File: src/rtl/rx_ring_dma.sv
module rx_ring_dma #(
  parameter int MAX_BUF = 8184,
  parameter int LEN_W   = 14,
  parameter int DESC_B  = 32
) (
  input  logic        clk,
  input  logic        rst_n,
  input  logic        run,
  input  logic        poll,
  input  logic [31:0] ring_base,
  input  logic        s_valid,
  input  logic [7:0]  s_data,
  input  logic        s_last,
  input  logic        s_err,
  output logic        rx_ready,
  output logic        mem_req,
  output logic        mem_we,
  output logic [31:0] mem_addr,
  output logic [3:0]  mem_be,
  output logic [31:0] mem_wdata,
  input  logic [31:0] mem_rdata
);
  localparam logic [12:0] MAXC = 13'(MAX_BUF);

  typedef enum logic [2:0] {ST_IDLE, ST_FETCH, ST_FCAP, ST_SUSP, ST_RECV, ST_WB} st_t;
  st_t st;

  logic [31:0] ptr, size_w, a1, a2;
  logic [1:0]  fidx;
  logic [LEN_W-1:0] cnt;
  logic ovf, rerr;

  wire [12:0] b1c = (size_w[12:0] > MAXC) ? MAXC : size_w[12:0];
  wire [12:0] b2c = (size_w[28:16] > MAXC) ? MAXC : size_w[28:16];
  wire [LEN_W-1:0] cap = LEN_W'(b1c) + LEN_W'(b2c);
  wire room = cnt < cap;
  wire in1  = cnt < LEN_W'(b1c);
  wire [LEN_W-1:0] off2 = cnt - LEN_W'(b1c);
  wire [31:0] baddr = in1 ? a1 + 32'(cnt) : a2 + 32'(off2);
  wire byte_wr = (st == ST_RECV) && s_valid && room;
  wire es = ovf | rerr;
  wire [31:0] status = {2'b00, cnt, es, 3'b000, ovf, 1'b0, 2'b11, 4'b0000, rerr, 3'b000};

  assign rx_ready  = (st == ST_RECV);
  assign mem_req   = (st == ST_FETCH) || (st == ST_WB) || byte_wr;
  assign mem_we    = (st == ST_WB) || byte_wr;
  assign mem_addr  = (st == ST_FETCH) ? ptr + {28'd0, fidx, 2'b00} :
                     (st == ST_WB)    ? ptr : {baddr[31:2], 2'b00};
  assign mem_be    = (st == ST_WB) ? 4'hF : (4'b0001 << baddr[1:0]);
  assign mem_wdata = (st == ST_WB) ? status : {4{s_data}};

  always_ff @(posedge clk or negedge rst_n) begin
    if (!rst_n) begin
      st <= ST_IDLE; ptr <= '0; size_w <= '0; a1 <= '0; a2 <= '0;
      fidx <= '0; cnt <= '0; ovf <= 1'b0; rerr <= 1'b0;
    end else if (!run) begin
      st <= ST_IDLE; ptr <= ring_base;
    end else begin
      case (st)
        ST_IDLE: begin st <= ST_FETCH; fidx <= 2'd0; ptr <= ring_base; end
        ST_FETCH: st <= ST_FCAP;
        ST_FCAP: begin
          case (fidx)
            2'd0: st <= mem_rdata[31] ? ST_FETCH : ST_SUSP;
            2'd1: begin size_w <= mem_rdata; st <= ST_FETCH; end
            2'd2: begin a1 <= mem_rdata; st <= ST_FETCH; end
            default: begin
              a2 <= mem_rdata; st <= ST_RECV;
              cnt <= '0; ovf <= 1'b0; rerr <= 1'b0;
            end
          endcase
          fidx <= fidx + 2'd1;
        end
        ST_SUSP: if (poll) begin st <= ST_FETCH; fidx <= 2'd0; end
        ST_RECV: if (s_valid) begin
          if (room) cnt <= cnt + 1'b1;
          else      ovf <= 1'b1;
          if (s_err) rerr <= 1'b1;
          if (s_last) st <= ST_WB;
        end
        ST_WB: begin
          ptr  <= size_w[15] ? ring_base : ptr + 32'(DESC_B);
          st   <= ST_FETCH;
          fidx <= 2'd0;
        end
        default: st <= ST_IDLE;
      endcase
    end
  end

  assert_stop_quiet_R1: assert property (@(posedge clk) disable iff (!rst_n)
    !run |=> (!mem_req && !rx_ready));
  assert_susp_no_write_R2: assert property (@(posedge clk) disable iff (!rst_n)
    (st == ST_SUSP) |-> (!mem_we && !rx_ready));
  assert_poll_refetch_R3: assert property (@(posedge clk) disable iff (!rst_n)
    (st == ST_SUSP && poll && run) |=> (mem_req && !mem_we && mem_addr == $past(ptr)));
  assert_byte_lane_R4: assert property (@(posedge clk) disable iff (!rst_n)
    (mem_we && rx_ready) |-> ($countones(mem_be) == 1 && mem_wdata[7:0] == mem_wdata[31:24]));
  assert_overflow_flag_R7: assert property (@(posedge clk) disable iff (!rst_n)
    (rx_ready && s_valid && run && !room) |=> ovf);
  assert_handback_R8: assert property (@(posedge clk) disable iff (!rst_n)
    (mem_we && mem_be == 4'hF) |-> (!mem_wdata[31] && mem_wdata[15] == (mem_wdata[11] | mem_wdata[3])));
  assert_ring_step_R9: assert property (@(posedge clk) disable iff (!rst_n)
    (st == ST_WB && run) |=> (ptr == $past(ptr) + 32'(DESC_B) || ptr == $past(ring_base)));
endmodule

File: config.mk
export PLATFORM = sky130hd
export DESIGN_NAME = rx_ring_dma
export DESIGN_NICKNAME = d
export VERILOG_FILES = /design/src/rtl/rx_ring_dma.sv
export SDC_FILE = /design/constraint.sdc
export NUM_CORES = 1
export LEC_CHECK = 0
export BUFFER_PORTS_ARGS = -buffer_cell sky130_fd_sc_hd__clkbuf_2
export CAP_MARGIN = 10
export CORE_MARGIN = 2
export CORE_UTILIZATION = 25
export CTS_CLUSTER_SIZE = 16
export DETAILED_ROUTE_END_ITERATION = 7
export PLACE_DENSITY = 0.47
export SKIP_CTS_REPAIR_TIMING = 1
export SLEW_MARGIN = 20
export SYNTH_ARGS = -nofsm -noshare
export SYNTH_HDL_FRONTEND = slang
export SYNTH_SLANG_ARGS = --single-unit
export TNS_END_PERCENT = 5
File: constraint.sdc
create_clock -name clk -period 4.2 [get_ports clk]
set_input_delay 0.21 -clock clk [delete_from_list [all_inputs] [get_ports clk]]
set_output_delay 0.21 -clock clk [all_outputs]
set_load 0.01 [all_outputs]
==> results.cfg <==
[setup_path]
worstPathCellList = nand4_1 -> nor4_4 -> buf_4 -> nor2b_4 -> ha_4 -> inv_2 -> fa_2 -> a211oi_2 -> o21bai_2 -> o311ai_2 -> o21ai_1 -> or2_4 -> xor2_2 -> ha_1 -> or2_4 -> a21oi_2 -> a31oi_2 -> buf_4 -> a31o_4 -> and3_1 -> o21a_1 -> o22ai_2 -> buf_2
crit_path_start = size_w[9]
reg2reg_from = size_w[10]
cp-start-kind = flop
r2r_cells = 25
endpoint_kind = output port
critPathMaxFanout = 4
cp_slowest_cell = dfrtp_1
crit_required_ps = 3990
worstSetupPathType = flop to output port
path_buf_inv = 4
ff2ff_setup_slack_ps = -640
crit_arrival_ps = 4960
timing.rr.end = cnt[10]
cpLargestDelayFamily = compound AO/OA/AOI/OAI gates
cp.depth = 23
critPathMaxStageDelay_ps = 390
endpoint = mem_addr[28]

[global_routing]
grt_overflow_total = 0
grt_max_degree = 92
grtUsageTotal = 0.1668
antenna_found_initial = 0
grt_pass1_vias = 10210
grt_pass1_wl_mm = 59.86

[final_layout]
finish.net_count = 1637
nFillCells = 4616
syn2layout_area_growth_pct = 29.35
finish.utilization = 0.3283
antennaDiodeCount = 0
drive_gt1_frac = 0.3447

[timing]
fin_hold_ws_ps = -19.23
maxSlewViolCount = 0
hold_violations = 3
worst_pin_slew_ps = 998.1
worst_slack_ps = -971.8
period_needed_ps = 5172
fmax_ghz = 0.1934
relSlewSlack = 0.3346
fin_crit_sh = 1.231
rsz0062_at_grt = true
setup_viol = 44
clock_skew_ps = 13.43
finalSetupTns_ps = -28850

[clock_tree]
clkSinkCount = 144
cts_buffers = 17
clockRootBuffer = clkbuf_16
insertion_delay_ps = 440
htree_num_levels = 4
clkSlewWorstSetupHoldPaths_ps = 70
clockBufferDepth = 2
cts_tree = done

[drt]
drc = 0
wire_per_inst_um = 19.03
dr.pass1.iters = 4
wl_mm = 39.63
drt-initial-drc-count = 535
vias = 10240
ant_nets = 0
viasPerCell = 4.915

[floorplan]
core-area_um2 = 44220
start_util = 0.2538
die_area_um2 = 46610
ios = 150
die_y_um = 215.9
rows = 77
chipWidth_um = 215.9

[pwr]
netSwitchingPower_mw = 2.862
power.density_nw_per_um2 = 492.3
leakagePower_nw = 6.613
switching_share = 0.4005
pwr-share-comb = 0.534
p_int_mw = 4.285
seq_power_share = 0.243
pwr-share-clk = 0.223
ir_drop_v = 0.0002992

[synthesis]
ys.flop_type = dfrtp_1
synth_edf_count = 0
synth_area_per_cell_um2 = 8.951
synth.net_count = 1413
synthArstFlopShare = 1.000
synth_cell_types = 83
synth.ff_latch_count = 144
synth.yosys.warnings = 0
ys_seq_area_frac = 0.3210
synthCells = 1254
netlist_area_um2 = 11220

[placement]
gp_congestion = 0.8375
portBuffers = 149
dp_slack_ps = -771.9
hpwl_mm = 30.08

[job]
drv_cap = 0

[run_status]
status = finished, violations left
violations = negative hold slack, negative setup slack

[min_path]
hp-class = primary input to flop
-- per-stage QoR --
stage	total power [mW]	std cells	cell area (µm²)
2_1_floorplan	3.755	1254	11330
3_3_place_gp	5.103	2033	13380
3_5_place_dp	5.117	2033	13380
4_1_cts	6.747	2065	13970
5_1_grt	7.596	2083	14520
6_report	7.148	2083	14520
-- placed cells by master (no fill, tap or decap), types with 41 or more instances in the layout --
| cell type | n |
|---|---|
| a21oi_1 | 50 |
| o21ai_0 | 45 |
| buf_4 | 122 |
| xnor2_1 | 57 |
| inv_1 | 49 |
| mux2_2 | 86 |
| dfrtp_1 | 144 |
| ha_1 | 69 |
| xor2_1 | 41 |
| clkbuf_2 | 134 |
| nor2_1 | 70 |
| nand2_1 | 143 |
-- area by class of cell --
| cell class | instances | area, µm² | area share |
|---|---|---|---|
| tap | 592 | 740.7 | 0.05102 |
| clock buffer | 18 | 439.2 | 0.03025 |
| multi-input combinational | 983 | 7596 | 0.5232 |
| timing repair buffer | 280 | 1788 | 0.1231 |
| sequential | 144 | 3603 | 0.2482 |
| clock inverter | 14 | 156.4 | 0.01077 |
| inverter | 52 | 195.2 | 0.01344 |
-- logic make-up (layout without fill, tap and decap cells) --
logic type      after synthesis  in the layout  synth area share
buf+inv                     129            364           0.04871
mux                          88             88           0.08806
simple gates                425            425            0.1955
fa+ha+maj                    80             80           0.09252
flops                       144            144            0.3210
xor+xnor                    102            102           0.07959
compound gates              286            288            0.1746
-- power groups by stage --
stage	clock network, mW	registers, mW	logic (mW)
after global routing	1.68	1.77	4.14
final	1.59	1.74	3.82
after floorplan	0	1.71	2.04
after CTS	1.63	1.74	3.38
after detailed placement	0	1.76	3.36
after global placement	0	1.76	3.35
-- tightest hold or removal path, delay by kind of cell --
kind | cells | cell delay [ps]
buf+inv | 1 | 70
simple gates | 2 | 100
-- worst min-delay path by stage --
stage / from / endpoint / slack, ps / depth (start not counted)
6_report: ring_base[2] / ptr[2] / -20 / 3
5_1_grt: ring_base[2] / ptr[2] / 5 / 3
4_1_cts: rst_n / rerr / -80 / 1
3_5_place_dp: rst_n / rerr / 390 / 1
3_3_place_gp: rst_n / cnt[0] / 400 / 1
2_1_floorplan: rst_n / a1[0] / -90 / 0
-- Yosys cell counts (20+ instances only) --
| library cell | number | area share |
|---|---|---|
| a21oi_1 | 55 | 0.025 |
| clkbuf_1 | 48 | 0.016 |
| dfrtp_1 | 144 | 0.32 |
| ha_1 | 75 | 0.084 |
| inv_1 | 51 | 0.017 |
| mux2_2 | 86 | 0.086 |
| nand2_1 | 146 | 0.049 |
| nand2b_1 | 20 | 0.011 |
| nand3_1 | 32 | 0.014 |
| nor2_1 | 74 | 0.025 |
| nor3_1 | 30 | 0.013 |
| o21ai_0 | 56 | 0.025 |
| xnor2_1 | 59 | 0.046 |
| xor2_1 | 43 | 0.034 |
-- sequential cells by signal, summed over array words and instances, names as in the netlist --
signal,flops
ovf,1
a2,32
ptr,32
size_w,27
cnt,14
fidx,2
rerr,1
a1,32
st,3
-- layer usage --
layer  track usage  wire length, µm
met4       0.03539              602
met5             0                0
met3       0.02354             1597
met1        0.2323            18830
met2        0.2743            18610
Note: power is estimated with default switching activity, not from simulation.
